[config.mk]
export PLATFORM = sky130hd
export DESIGN_NAME = mlpwm_core
export DESIGN_NICKNAME = d
export VERILOG_FILES = /design/src/rtl/mlpwm_pkg.sv /design/src/rtl/mlpwm_carrier.sv /design/src/rtl/mlpwm_refgen.sv /design/src/rtl/mlpwm_bands.sv /design/src/rtl/mlpwm_core.sv
export SDC_FILE = /design/constraint.sdc
export NUM_CORES = 1
export LEC_CHECK = 0
export BUFFER_PORTS_ARGS = -buffer_cell sky130_fd_sc_hd__clkbuf_2
export CAP_MARGIN = 20
export CELL_PAD_IN_SITES_DETAIL_PLACEMENT = 0
export CELL_PAD_IN_SITES_GLOBAL_PLACEMENT = 1
export CORE_MARGIN = 2
export CORE_UTILIZATION = 40
export CTS_CLUSTER_DIAMETER = 30
export DETAILED_ROUTE_END_ITERATION = 7
export PLACE_DENSITY = 0.74
export SETUP_SLACK_MARGIN = 0.4
export SYNTH_ARGS = -nofsm -noshare
export SYNTH_HDL_FRONTEND = slang
export SYNTH_HIERARCHICAL = 1
export SYNTH_SLANG_ARGS = --single-unit
[constraint.sdc]
create_clock -name clk -period 5.3 [get_ports clk]
set_input_delay 1.325 -clock clk [delete_from_list [all_inputs] [get_ports clk]]
set_output_delay 1.325 -clock clk [all_outputs]
set_load 0.01 [all_outputs]
[src/rtl/mlpwm_pkg.sv]
package mlpwm_pkg;

    localparam int N_BANDS = 4;
    localparam int LVL_W   = 3;

    typedef enum logic [1:0] {
        ARR_INPHASE = 2'd0,
        ARR_OPPOSED = 2'd1,
        ARR_ALTERN  = 2'd2,
        ARR_SPARE   = 2'd3
    } arr_e;

    typedef struct packed {
        logic [N_BANDS-1:0]       bits;
        logic signed [LVL_W-1:0]  lvl;
    } gate_t;

    // bands that run on the mirrored count, bit k = band k
    function automatic logic [N_BANDS-1:0] mirror_mask(arr_e a);
        case (a)
            ARR_OPPOSED: return 4'b0011;
            ARR_ALTERN:  return 4'b0101;
            default:     return 4'b0000;
        endcase
    endfunction

    // parabolic sine approximation; amplitude 2^(car_w+1)-1
    function automatic int sine_val(int i, int idx_w, int car_w);
        int half;
        int q;
        int amp;
        int mag;
        half = 2 ** (idx_w - 1);
        q    = i % half;
        amp  = 2 ** (car_w + 1) - 1;
        mag  = (4 * amp * q * (half - q)) / (half * half);
        return (i >= half) ? -mag : mag;
    endfunction

    function automatic int count_set(logic [N_BANDS-1:0] v);
        int n;
        n = 0;
        for (int k = 0; k < N_BANDS; k++) n += int'(v[k]);
        return n;
    endfunction

endpackage

[src/rtl/mlpwm_carrier.sv]
module mlpwm_carrier #(
    parameter int CAR_W = 6
) (
    input  logic             clk,
    input  logic             rst,
    output logic [CAR_W-1:0] cnt,
    output logic             peak
);
    localparam logic [CAR_W-1:0] CMAX = '1;

    logic rising;

    always_ff @(posedge clk) begin
        if (rst) begin
            cnt    <= '0;
            rising <= 1'b1;
        end else if (rising) begin
            if (cnt == CMAX) begin
                rising <= 1'b0;
                cnt    <= cnt - 1'b1;
            end else begin
                cnt    <= cnt + 1'b1;
            end
        end else begin
            if (cnt == '0) begin
                rising <= 1'b1;
                cnt    <= cnt + 1'b1;
            end else begin
                cnt    <= cnt - 1'b1;
            end
        end
    end

    assign peak = (cnt == CMAX);

endmodule

[src/rtl/mlpwm_refgen.sv]
module mlpwm_refgen
    import mlpwm_pkg::*;
#(
    parameter int CAR_W = 6,
    parameter int ACC_W = 16,
    parameter int IDX_W = 6,
    parameter int MI_W  = 8
) (
    input  logic                   clk,
    input  logic                   rst,
    input  logic                   peak,
    input  logic [ACC_W-1:0]       phase_inc,
    input  logic [MI_W-1:0]        mod_idx,
    output logic [ACC_W-1:0]       acc,
    output logic [CAR_W+2:0]       ref_q
);
    localparam int SMP_W  = CAR_W + 2;
    localparam int REF_W  = CAR_W + 3;
    localparam int PROD_W = SMP_W + MI_W + 1;
    localparam int LUT_N  = 2 ** IDX_W;
    localparam int MID    = 2 ** (CAR_W + 1);

    logic signed [SMP_W-1:0] lut [LUT_N];

    for (genvar g = 0; g < LUT_N; g++) begin : g_lut
        assign lut[g] = SMP_W'(sine_val(g, IDX_W, CAR_W));
    end

    logic [IDX_W-1:0]         idx;
    logic signed [SMP_W-1:0]  smp;
    logic signed [MI_W:0]     mi_s;
    logic signed [PROD_W-1:0] prod;
    logic signed [PROD_W-1:0] scaled;
    logic signed [PROD_W-1:0] sum;

    assign idx    = acc[ACC_W-1 -: IDX_W];
    assign smp    = lut[idx];
    assign mi_s   = $signed({1'b0, mod_idx});
    assign prod   = PROD_W'(smp) * PROD_W'(mi_s);
    assign scaled = prod >>> MI_W;
    assign sum    = scaled + PROD_W'(MID);

    always_ff @(posedge clk) begin
        if (rst) begin
            acc   <= '0;
            ref_q <= REF_W'(MID);
        end else if (peak) begin
            acc   <= acc + phase_inc;
            ref_q <= sum[REF_W-1:0];
        end
    end

endmodule

[src/rtl/mlpwm_bands.sv]
module mlpwm_bands
    import mlpwm_pkg::*;
#(
    parameter int CAR_W = 6
) (
    input  logic [CAR_W-1:0]   cnt,
    input  logic [CAR_W+2:0]   ref_q,
    input  arr_e               arr,
    output logic [N_BANDS-1:0] hit
);
    localparam int BAND  = 2 ** CAR_W;
    localparam int REF_W = CAR_W + 3;

    logic [N_BANDS-1:0] mirror;
    assign mirror = mirror_mask(arr);

    for (genvar k = 0; k < N_BANDS; k++) begin : g_band
        logic [CAR_W-1:0] local_c;
        logic [REF_W-1:0] carrier;
        // the mirrored count equals CMAX - cnt because CMAX is all ones
        assign local_c = mirror[k] ? ~cnt : cnt;
        assign carrier = REF_W'(k * BAND) + REF_W'(local_c);
        assign hit[k]  = (ref_q > carrier);
    end

endmodule

[src/rtl/mlpwm_core.sv]
module mlpwm_core
    import mlpwm_pkg::*;
#(
    parameter int CAR_W = 6,
    parameter int ACC_W = 16,
    parameter int IDX_W = 6,
    parameter int MI_W  = 8
) (
    input  logic                    clk,
    input  logic                    rst,
    input  logic [1:0]              arr_mode,
    input  logic [MI_W-1:0]         mod_idx,
    input  logic [ACC_W-1:0]        phase_inc,
    output logic [N_BANDS-1:0]      gate_cmp,
    output logic signed [LVL_W-1:0] level
);
    localparam int REF_W = CAR_W + 3;
    localparam logic [N_BANDS-1:0] RST_BITS = N_BANDS'((1 << (N_BANDS / 2)) - 1);

    logic [CAR_W-1:0]   car_cnt;
    logic               car_peak;
    logic [ACC_W-1:0]   ph_acc;
    logic [REF_W-1:0]   ref_hold;
    logic [N_BANDS-1:0] hit;
    gate_t              gate_q;

    mlpwm_carrier #(.CAR_W(CAR_W)) u_car (
        .clk  (clk),
        .rst  (rst),
        .cnt  (car_cnt),
        .peak (car_peak)
    );

    mlpwm_refgen #(
        .CAR_W (CAR_W),
        .ACC_W (ACC_W),
        .IDX_W (IDX_W),
        .MI_W  (MI_W)
    ) u_ref (
        .clk       (clk),
        .rst       (rst),
        .peak      (car_peak),
        .phase_inc (phase_inc),
        .mod_idx   (mod_idx),
        .acc       (ph_acc),
        .ref_q     (ref_hold)
    );

    mlpwm_bands #(.CAR_W(CAR_W)) u_bands (
        .cnt   (car_cnt),
        .ref_q (ref_hold),
        .arr   (arr_e'(arr_mode)),
        .hit   (hit)
    );

    always_ff @(posedge clk) begin
        if (rst) begin
            gate_q.bits <= RST_BITS;
            gate_q.lvl  <= '0;
        end else begin
            gate_q.bits <= hit;
            gate_q.lvl  <= LVL_W'(count_set(hit)) - LVL_W'(2);
        end
    end

    assign gate_cmp = gate_q.bits;
    assign level    = gate_q.lvl;

endmodule

=== Word level (Yosys, flattened, before mapping) ===
Memory sizes are Yosys's and may differ from the RTL's.
Cells that the tools add are included.

* Register bits: 39
* Memory bits (read-only): 512
* Input port bits: 28
* Output and inout port bits: 7
* Word-level logic and storage cells: 43
* Memories: 1

* $add $sub $neg: 11
* Multiply operators: 1
* Order comparisons: 5
* Equality and inequality tests: 3
* Mux-type cells: 13
* Bitwise operators: 2
* Reduce and logical (&&, ||, !) cells: 1

{| class="wikitable"
|+ Memory list
! memory !! words !! width !! rd ports !! clocked after memory_dff !! write ports !! line !! text
|-
| (name not given) || 64 || 8 || 1 || 0 || 0 || mlpwm_refgen.sv:37 || <nowiki>assign smp = lut[idx];</nowiki>
|}

{| class="wikitable"
|+ Operators by type and width
! kind !! number
|-
| $mux 6 || 7
|-
| $gt 9x9->1 || 3
|-
| $add 8x6->9 const A || 2
|-
| $mul 8x9->17 || 1
|-
| $add 16x16->16 || 1
|-
| $mux 8 || 2
|-
| $add 9x9->9 const B || 1
|-
| $gt 9x6->1 || 1
|-
| $add 7x6->8 const A || 1
|-
| $ge 7x7->1 const B || 1
|-
| $not 6->7 || 1
|-
| $add 6x1->6 const B || 1
|-
| $eq 6x6->1 const B || 1
|-
| $logic_not 6->1 || 1
|-
| $not 6->6 || 1
|-
| $pmux 3 s2 || 1
|-
| $sub 6x1->6 const B || 1
|-
| $add 2x1->3 || 1
|-
| $add 3x1->3 || 1
|-
| $mux 1 || 3
|-
| $sub 3x3->3 const B || 1
|-
| $add 1x1->2 || 1
|-
| $eq 2x1->1 const B || 1
|-
| $eq 2x2->1 const B || 1
|}

=== Longest topological paths before layout ===
Gate-level depths: netlist (run 1).

* Word-level depth: 9
* Depth in mapped cells: 26
* Gate-level depth less buffers: 25

=== Modules after synthesis ===
Netlist (run 1), hierarchy kept.

{| class="wikitable"
|+ By module, submodules not included
! module !! times used !! cells an instance !! area an instance (um2) !! sequential area each (um2)
|-
| mlpwm_refgen || 1 || 519 || 4244.1 || 500.5
|-
| mlpwm_bands || 1 || 95 || 793.3 || 0.0
|-
| mlpwm_carrier || 1 || 55 || 505.5 || 140.1
|-
| mlpwm_core || 1 || 19 || 234.0 || 140.1
|}

=== Least setup slack after synthesis (run 1) ===
Ideal clock, no wire load.

* Path kind: register -> register
* From: reg u_ref.acc[10]
* To: reg u_ref.ref_q[8]
* Setup time: 0.114 ns
* Data arrival time: 5.709 ns
* Data required time: 5.186 ns
* Setup slack: -0.523 ns
* Cell stages (with the launch flop): 25
* Path buffers: 1
* Period minus slack after synthesis: 5.823 ns
* Path through: dfxtp_1 clkbuf_1 inv_1 ha_1 inv_1 nor2_1 a21oi_1 o21ai_0 o21ai_1 a22oi_1 and2_1 fa_1 fa_1 fa_1 inv_1 fa_1 inv_1 ha_1 a211o_1 a21o_1 or3_1 nand3_1 nand3_1 xnor2_1 a21o_1

* Longest elaborated chain between the ends: 6

{| class="wikitable"
|+ Ends and longest elaborated chain
! element !! line !! text
|-
| start, declared || mlpwm_refgen.sv:14 || <nowiki>output logic [ACC_W-1:0] acc,</nowiki>
|-
| start signal, assigned || mlpwm_refgen.sv:48 || <nowiki>acc <= acc + phase_inc;</nowiki>
|-
| $not 6->7 (implied by the code) || mlpwm_refgen.sv:37 ||
|-
| $mem_v2 64x8 || -- ||
|-
| $mux 8 (implied by the code) (2 in series) || mlpwm_refgen.sv:37 ||
|-
| $mul 8x9->17 || mlpwm_refgen.sv:39 || <nowiki>assign prod = PROD_W'(smp) * PROD_W'(mi_s);</nowiki>
|-
| $add 9x9->9 || mlpwm_refgen.sv:41 || <nowiki>assign sum = scaled + PROD_W'(MID);</nowiki>
|-
| end signal, assigned || mlpwm_refgen.sv:46 || <nowiki>ref_q <= REF_W'(MID);</nowiki>
|-
| end signal, assigned || mlpwm_refgen.sv:49 || <nowiki>ref_q <= sum[REF_W-1:0];</nowiki>
|-
| end, declared || mlpwm_refgen.sv:15 || <nowiki>output logic [CAR_W+2:0] ref_q</nowiki>
|}

Every way passes these cells. The select of a mux whose other input is x is not followed.
A chain may end at the register's enable or synchronous reset.

=== Worst setup path in the final report (run 1) ===
* From: reg u_ref.acc[11]
* To: reg u_ref.ref_q[8]

Same word-level chain as after synthesis.

==> metrics.md, run 1 <==
| Metric | Value |
|---|---|
| Status | `finished, violations left` |
| Failing checks | `negative setup slack` |
| Initial Utilization | `0.413` |
| YS warnings | `6` |
| Unrepaired setup endpoints after global routing | `true` |
| Distinct cell type count after synthesis | `69` |
| Inserted Diodes | `0` |
| Internal power | `0.551 mW` |
| DRT iter0 DRCs | `~300` |
| Max Cap Viol | `0` |
| Fin Setup TNS | `-0.239 ns` |
| Setup crit start kind | `register` |
| Pwr dens | `106 nW/um2` |
| IO Pins | `35` |
| DR pass1 iterations | `5` |
| Post-synth EDFFs | `0` |
| Post-synth net total | `848` |
| Die area | `15,400 um2` |
| Met3 Resource Use GR | `0.0179` |
| Lkg Pwr | `about 3.4 nW` |
| Synthesized area | `~5800 um2` |
| Fin Clk Skew | `about 0.0057 ns` |
| Area Growth Syn to Fin | `22.5%` |
| Via count | `between 5,000 and 6,000` |
| Worst-path maximum fanout | `6` |
| Comb pwr share | `0.148` |
| Site Rows | `43` |
| Endpoints failing setup | `6` |
| # H-tree levels | `2` |
| Critical path type | `reg -> reg` |
| Flops & latches, synth | `39` |
| CP top delay family | `adder cells` |
| Hpwl dp | `between 10 and 15 mm` |
| Core box area | `~14,000 um2` |
| Clock latency at the later pin of the worst-skew pair | `between 0.2 and 0.3 ns` |
| Mean area per synthesized cell | `around 8.4 um2` |
| Final Hold Viols | `0` |
| Primary FF master, synth | `dfxtp_1` |
| Slew HR | `0.535` |
| First-pass GRT wire length | `between 20 and 25 mm` |
| Drt drc | `0` |
| Max-slew violation count | `0` |
| Register area share after synthesis | `0.135` |
| CP Launch Point | `u_ref/acc[11]$_SDFFE_PP0P_` |
| Number of global-route vias before repair | `between 5,000 and 6,000` |
| Fmax | `186 MHz` |
| Sequential power share | `0.403` |
| Clk slew on worst S/H paths | `roughly 0.060 ns` |
| Post-DP Area | `6690 um2` |
| Largest net degree at the start of global routing | `35` |
| CP Data Required Time | `about 5.5 ns` |
| Worst hold margin | `roughly 0.47 ns` |
| Met1 Use GR | `0.257` |
| CP endpoint kind | `register` |
| Fin crit period | `approximately 5.4 ns` |
| Most Frequent Cell on Critical Path | `fa_1` |
| Hold path startpoint | `u_ref/acc[6]$_SDFFE_PP0P_` |
| Avg WL per Cell | `14.6 um` |
| Ys async rst share | `0` |
| Gr busiest metal | `met2` |
| CP Cell Sequence | `inv_4 -> ha_4 -> inv_4 -> nor2_4 -> a21oi_2 -> o21ai_1 -> a21oi_1 -> a31o_2 -> and2_4 -> fa_1 -> fa_1 -> fa_1 -> inv_1 -> fa_1 -> inv_2 -> ha_4 -> a211o_1 -> a21o_1 -> or3_4 -> nand3_2 -> nand3_2 -> xnor2_1 -> a21o_1` |
| Placer's final routability congestion estimate | `between 0.8 and 0.9` |
| Post-synthesis cell count | `slightly below 700` |
| Cts bufs inserted | `5` |
| Die Wd | `between 100 and 150 um` |
| Crit path DAT | `5.56 ns` |
| Die H | `~120 um` |
| Design area | `approximately 7100 um2` |
| TritonCTS clock tree | `done` |
| Overall Power | `between 0.7 and 0.8 mW` |
| Fraction of layout cells with a size suffix above 1 | `0.236` |
| Final wirelength | `around 14 mm` |
| Clk sinks | `39` |
| Reg2Reg Launch Point | `u_ref/acc[11]$_SDFFE_PP0P_` |
| CP bufs+invs | `4` |
| Pre-CTS setup slack | `-0.160 ns` |
| Antenna violations before repair | `0` |
| Slowest cell on crit path | `fa_1` |
| Switching Share | `0.263` |
| Final WS setup | `-0.0794 ns` |
| Psw | `just under 0.2 mW` |
| CTS Root Cell | `clkbuf_16` |
| Gr usage total | `0.192` |
| Post-DR vias/cell | `around 5.3` |
| Min-delay worst type | `reg -> reg` |
| GR Util met2 | `0.335` |
| PortBufs | `34` |
| Longest Clk Path Bufs | `2` |
| Clk pwr share | `0.449` |
| CP max stage delay | `between 0.5 and 0.6 ns` |
| Final ANT Viol Nets | `0` |
| Fin nets | `around 940` |
| Fin crit share | `1.01` |
| Maximum vdd drop | `approximately 0.00015 V` |
| Worst Tran Pin Value | `0.697 ns` |
| Congestion Overflow GR | `0` |
==> layer usage <==
metal / routed length [um] / share of wire
met1: 6550 / 0.47
met2: 6910 / 0.49
met3: 436 / 0.031
met4: 116 / 0.0083
met5: 0 / 0
==> cell usage in the layout, fill, tap and decap left out, types with 6 or more instances in the layout <==
cell and instances:
nor2_1 46, inv_2 8, a21oi_1 30, mux2i_1 13, nor3_1 10, nand2_1 39
a211oi_1 6, a31oi_1 6, and3_1 8, a21o_1 17, buf_4 63, clkbuf_2 34
inv_1 64, clkbuf_16 6, nand3_1 11, xor2_1 12, ha_1 88, and2_1 31
o21a_1 7, and2_4 7, o21ai_1 11, dfxtp_1 34, nor2b_1 21, xnor2_1 18
nand2b_1 9, buf_6 7, fa_1 37, o21ai_0 15
==> kinds of logic (layout without fill, tap and decap cells) <==
| group | Yosys count | count (layout) | synth area share |
|---|---|---|---|
| adder cells (fa/ha/maj) | 132 | 132 | 0.334 |
| AND/OR/NAND/NOR | 219 | 219 | 0.202 |
| multiplexers | 18 | 18 | 0.0349 |
| buffers and inverters | 101 | 190 | 0.0713 |
| AO/OA/AOI/OAI | 146 | 146 | 0.173 |
| flip-flops | 39 | 39 | 0.135 |
| XOR/XNOR | 33 | 33 | 0.0500 |
==> Yosys cell counts, drive strengths merged (2+ instances only) <==
cell | instances | area (um2)
xor2 | 12 | 105
nor3 | 12 | 65.1
mux2 | 4 | 48.8
buf | 5 | 37.5
dfxtp | 39 | 781
and2 | 39 | 244
nand4b | 2 | 17.5
and3 | 8 | 50.1
nor3b | 4 | 30.0
nand2 | 40 | 150
o221ai | 2 | 17.5
a31oi | 8 | 50.1
nor2b | 21 | 131
mux2i | 13 | 130
clkbuf | 19 | 71.3
a311oi | 5 | 43.8
xnor2 | 21 | 184
a22oi | 2 | 15.0
a21oi | 33 | 169
fa | 37 | 741
a211o | 2 | 17.5
ha | 95 | 1190
a32oi | 3 | 26.3
o211ai | 4 | 30.0
o21bai | 4 | 30.0
inv | 75 | 282
nand4 | 5 | 31.3
or2 | 4 | 25.0
a21o | 18 | 136
a211oi | 8 | 65.1
nor4 | 3 | 25.0
nor2 | 48 | 180
or3 | 3 | 23.8
a21boi | 2 | 15.0
o21ai | 27 | 135
o31ai | 4 | 30.0
nand3b | 5 | 37.5
nand2b | 9 | 56.3
a2111o | 2 | 22.5
nand3 | 14 | 75.1
o21a | 7 | 52.6
o311ai | 6 | 52.6
==> flip-flops by register name, summed over array words and instances, names as in the netlist <==
| signal | cells |
|---|---|
| u_ref/acc | 16 |
| u_ref/ref_q | 9 |
| u_car/cnt | 6 |
| gate_cmp | 4 |
| level | 3 |
| u_car/rising | 1 |
==> area by class of cell <==
cell class | instances | area (um2)
clock inverters | 2 | 16.3
multi-input cells | 548 | 4830
repair buffers | 105 | 742
fillers | 1347 | 6910
flip-flops and latches | 39 | 792
inverters | 77 | 315
clock buffers | 6 | 150
well taps | 180 | 225
==> final timing paths <==
path                                  to  slack, ns  depth (start not counted)
min reg2reg    u_ref/acc[6]$_SDFFE_PP0P_       0.47                          2
max          u_ref/ref_q[8]$_SDFFE_PP0P_      -0.08                         23
max reg2reg  u_ref/ref_q[8]$_SDFFE_PP0P_      -0.08                         23
min            u_ref/acc[6]$_SDFFE_PP0P_       0.47                          2
==> power groups by stage <==
stage	clock, mW	combinational (mW)	sequential, mW
after floorplan	0	0.0714	0.306
after global placement	0	0.104	0.309
after detailed placement	0	0.110	0.309
after CTS	0.346	0.112	0.302
after global routing	0.362	0.125	0.302
final	0.336	0.111	0.302
==> worst register-to-register path: stages (launching register included) <==
cell	delay (ns)
dfxtp_4	0.38
inv_4	0.05
ha_4	0.29
inv_4	0.04
nor2_4	0.09
a21oi_2	0.07
o21ai_1	0.08
a21oi_1	0.08
a31o_2	0.29
and2_4	0.18
fa_1	0.51
fa_1	0.54
fa_1	0.50
inv_1	0.05
fa_1	0.50
inv_2	0.05
ha_4	0.21
a211o_1	0.30
a21o_1	0.20
or3_4	0.42
nand3_2	0.09
nand3_2	0.08
xnor2_1	0.14
a21o_1	0.15
==> per-stage QoR <==
step           cells   util
6_report         957  0.506
5_1_grt          957  0.506
3_3_place_gp     941  0.478
2_1_floorplan    688      -
3_5_place_dp     941  0.478
4_1_cts          953  0.497
==> repair_timing <==
action | 4_1_cts | 5_1_grt
setup endpoints to repair | 9 | 9
hold endpoints to repair | 0 | 0
hold buffers | 0 | 0
pin swaps | 16 | 26
resized for setup | 16 | 25
gates cloned | 0 | 0
setup buffers | 4 | 4
Note: power is estimated with default switching activity, not from simulation.
==> run 2: changes to the inputs <==
- CORE_MARGIN: 2 -> 4
==> metrics.md, run 2 (synthesis gave the netlist of run 1 again) <==
| Metric | Value |
|---|---|
| Status | `finished, violations left` |
| Failing checks | `negative setup slack` |
| Setup crit start kind | `register` |
| Fin crit share | `1.02 (about the same)` |
| Crit path DAT | `5.56 ns (about the same)` |
| Maximum vdd drop | `0.000113 V (-22%)` |
| Site Rows | `43 (unchanged)` |
| Pwr dens | `109 nW/um2 (+2.7%)` |
| Congestion Overflow GR | `0 (unchanged)` |
| Overall Power | `0.769 mW (+2.7%)` |
| DRT iter0 DRCs | `296 (-1.0%)` |
| Non-filler cells, final | `961 (+0.42%)` |
| Fin crit period | `5.38 ns (+0.00394 ns)` |
| FF/Latch Area | `791 um2 (-0.16%)` |
| Fraction of layout cells with a size suffix above 1 | `0.236 (about the same)` |
| Longest Clk Path Bufs | `2 (unchanged)` |
| First-pass GRT wire length | `24.5 mm (+1.7%)` |
| Post-DP Area | `6690 um2 (about the same)` |
| Largest register FFs | `16 (unchanged)` |
| Final wirelength | `14.1 mm (+0.82%)` |
| Min-delay worst type | `reg -> reg` |
| Endpoints failing setup | `5 (-1)` |
| Initial Utilization | `0.413 (unchanged)` |
| Placer's final routability congestion estimate | `0.867 (-0.10%)` |
| Register bank with the most flops | `u_ref/acc` |
| Regs by FF count | `u_ref/acc x16, u_ref/ref_q x9, u_car/cnt x6` |
| Cts bufs inserted | `5 (unchanged)` |
| Clk slew on worst S/H paths | `0.07 ns (about the same)` |
| Worst-path maximum fanout | `12 (+6)` |
| Worst Tran Pin Value | `0.804 ns (+0.107 ns)` |
| TritonCTS clock tree | `done` |
| Gr usage total | `0.178 (-0.0137)` |
| Post-DR vias/cell | `5.32 (-0.40%)` |
| Area of the multi-input gates | `4830 um2 (-0.16%)` |
| Via count | `5,112 (+0.020%)` |
| Commonest non-fill, non-tap cell in the layout | `ha_1` |
| Fmax | `186 MHz (about the same)` |
| Number of global-route vias before repair | `5,222 (+1.6%)` |
| Clock latency at the later pin of the worst-skew pair | `0.29 ns (about the same)` |
| Drt drc | `0 (unchanged)` |
| Worst hold margin | `0.475 ns (+0.00535 ns)` |
| Die Wd | `128 um (+3.2%)` |
| Antenna violations before repair | `0 (unchanged)` |
| # fillers | `1,326 (-1.6%)` |
| Unrepaired setup endpoints after global routing | `true` |
| Largest net degree at the start of global routing | `34 (-2.9%)` |
| Fin Setup TNS | `-0.261 ns (-0.0222 ns)` |
| Area Growth Syn to Fin | `22.5% (about the same)` |
| Design area | `7080 um2 (about the same)` |
| CTS Root Cell | `clkbuf_16` |
| Inserted Diodes | `0 (unchanged)` |
| Fin Clk Skew | `0.00920 ns (+0.00349 ns)` |
| Max Cap Viol | `0 (unchanged)` |
| CP endpoint kind | `register` |
| Most frequent cells in the layout | `ha_1, buf_4, inv_1` |
| CP Data Required Time | `5.48 ns (about the same)` |
| Critical path type | `reg -> reg` |
| Dpl cells | `943 (+0.21%)` |
| IO Pins | `35 (unchanged)` |
| Final WS setup | `-0.0834 ns (-0.00394 ns)` |
| Hpwl dp | `11.4 mm (+1.9%)` |
| Lkg Pwr | `3.44 nW (+0.37%)` |
| Avg WL per Cell | `14.7 um (+0.40%)` |
| Die H | `128 um (+3.2%)` |
| Final ANT Viol Nets | `0 (unchanged)` |
| Final Hold Viols | `0 (unchanged)` |
| Die area | `16,400 um2 (+6.5%)` |
| Core box area | `14,000 um2 (unchanged)` |
| Slew HR | `0.460 (-0.0748)` |
| Clk sinks | `39 (unchanged)` |
| PortBufs | `34 (unchanged)` |
| Fin nets | `940 (+0.43%)` |
| # H-tree levels | `2 (unchanged)` |
| Max-slew violation count | `0 (unchanged)` |
| DR pass1 iterations | `5 (unchanged)` |
[run 2: cell types whose count changed in the layout (fill, tap and decap cells not counted), sizes merged]
cell and change:
buf +4, bufinv +1, clkbuf -1, clkinvlp -1, inv +1
[run 2: path summary, 6_finish.rpt]
| check | startpoint | slack [ns] | cells after the start | endpoint |
|---|---|---|---|---|
| setup reg to reg | u_ref/acc[10]$_SDFFE_PP0P_ | -0.08 | 23 | u_ref/ref_q[8]$_SDFFE_PP0P_ |
| setup / recovery | u_ref/acc[10]$_SDFFE_PP0P_ | -0.08 | 23 | u_ref/ref_q[8]$_SDFFE_PP0P_ |
| hold reg to reg | u_ref/acc[6]$_SDFFE_PP0P_ | 0.48 | 2 | u_ref/acc[6]$_SDFFE_PP0P_ |
| hold / removal | u_ref/acc[6]$_SDFFE_PP0P_ | 0.48 | 2 | u_ref/acc[6]$_SDFFE_PP0P_ |
[run 2: worst max-delay path, cell delays in order, from the launching register on]
cell,delay (ns)
dfxtp_4,0.37
buf_4,0.20
nand2_1,0.16
a311oi_1,0.37
o31ai_2,0.09
buf_4,0.17
and2_1,0.18
fa_1,0.50
inv_1,0.05
fa_1,0.50
inv_2,0.04
fa_1,0.49
inv_2,0.04
fa_1,0.54
inv_2,0.05
ha_4,0.27
and4_4,0.22
a22o_1,0.20
a21oi_4,0.09
buf_4,0.14
o211ai_1,0.18
nand3_2,0.10
xnor2_1,0.13
a21o_1,0.17
[run 2: report_power, final]
| group | internal (mW) | total (mW) | switching [mW] |
|---|---|---|---|
| clock | 0.224 | 0.356 | 0.132 |
| combinational | 0.0519 | 0.111 | 0.0590 |
| sequential | 0.295 | 0.302 | 0.00717 |
[run 2: what timing repair did]
item                                    CTS  global route
setup buffers                             4             6
endpoints found under the setup margin    9             9
gates resized for setup                  24            13
hold buffers                              0             0
pin swaps                                12            21
[run 2: final cells by class]
class / count / area share
Clock buffer: 5 / 0.0177
Clock inverter: 3 / 0.00636
Inverter: 77 / 0.0449
Multi-Input combinational cell: 548 / 0.682
Sequential cell: 39 / 0.112
Tap cell: 180 / 0.0318
Timing Repair Buffer: 109 / 0.106
[run 2: routing by layer]
layer,vias to the layer above,global-route usage,wire [um]
met3,10,0.0213,385
met1,2441,0.248,6960
met5,-,0,0
met2,89,0.298,6660
li1,2572,-,-
met4,0,0.0375,119
[run 2: through the flow]
step	setup WS, ns	utilization
after floorplan	0.0960	-
after global placement	-0.112	0.478
after detailed placement	-0.166	0.478
after CTS	-0.0682	0.500
after global routing	-0.366	0.506
final	-0.0834	0.506
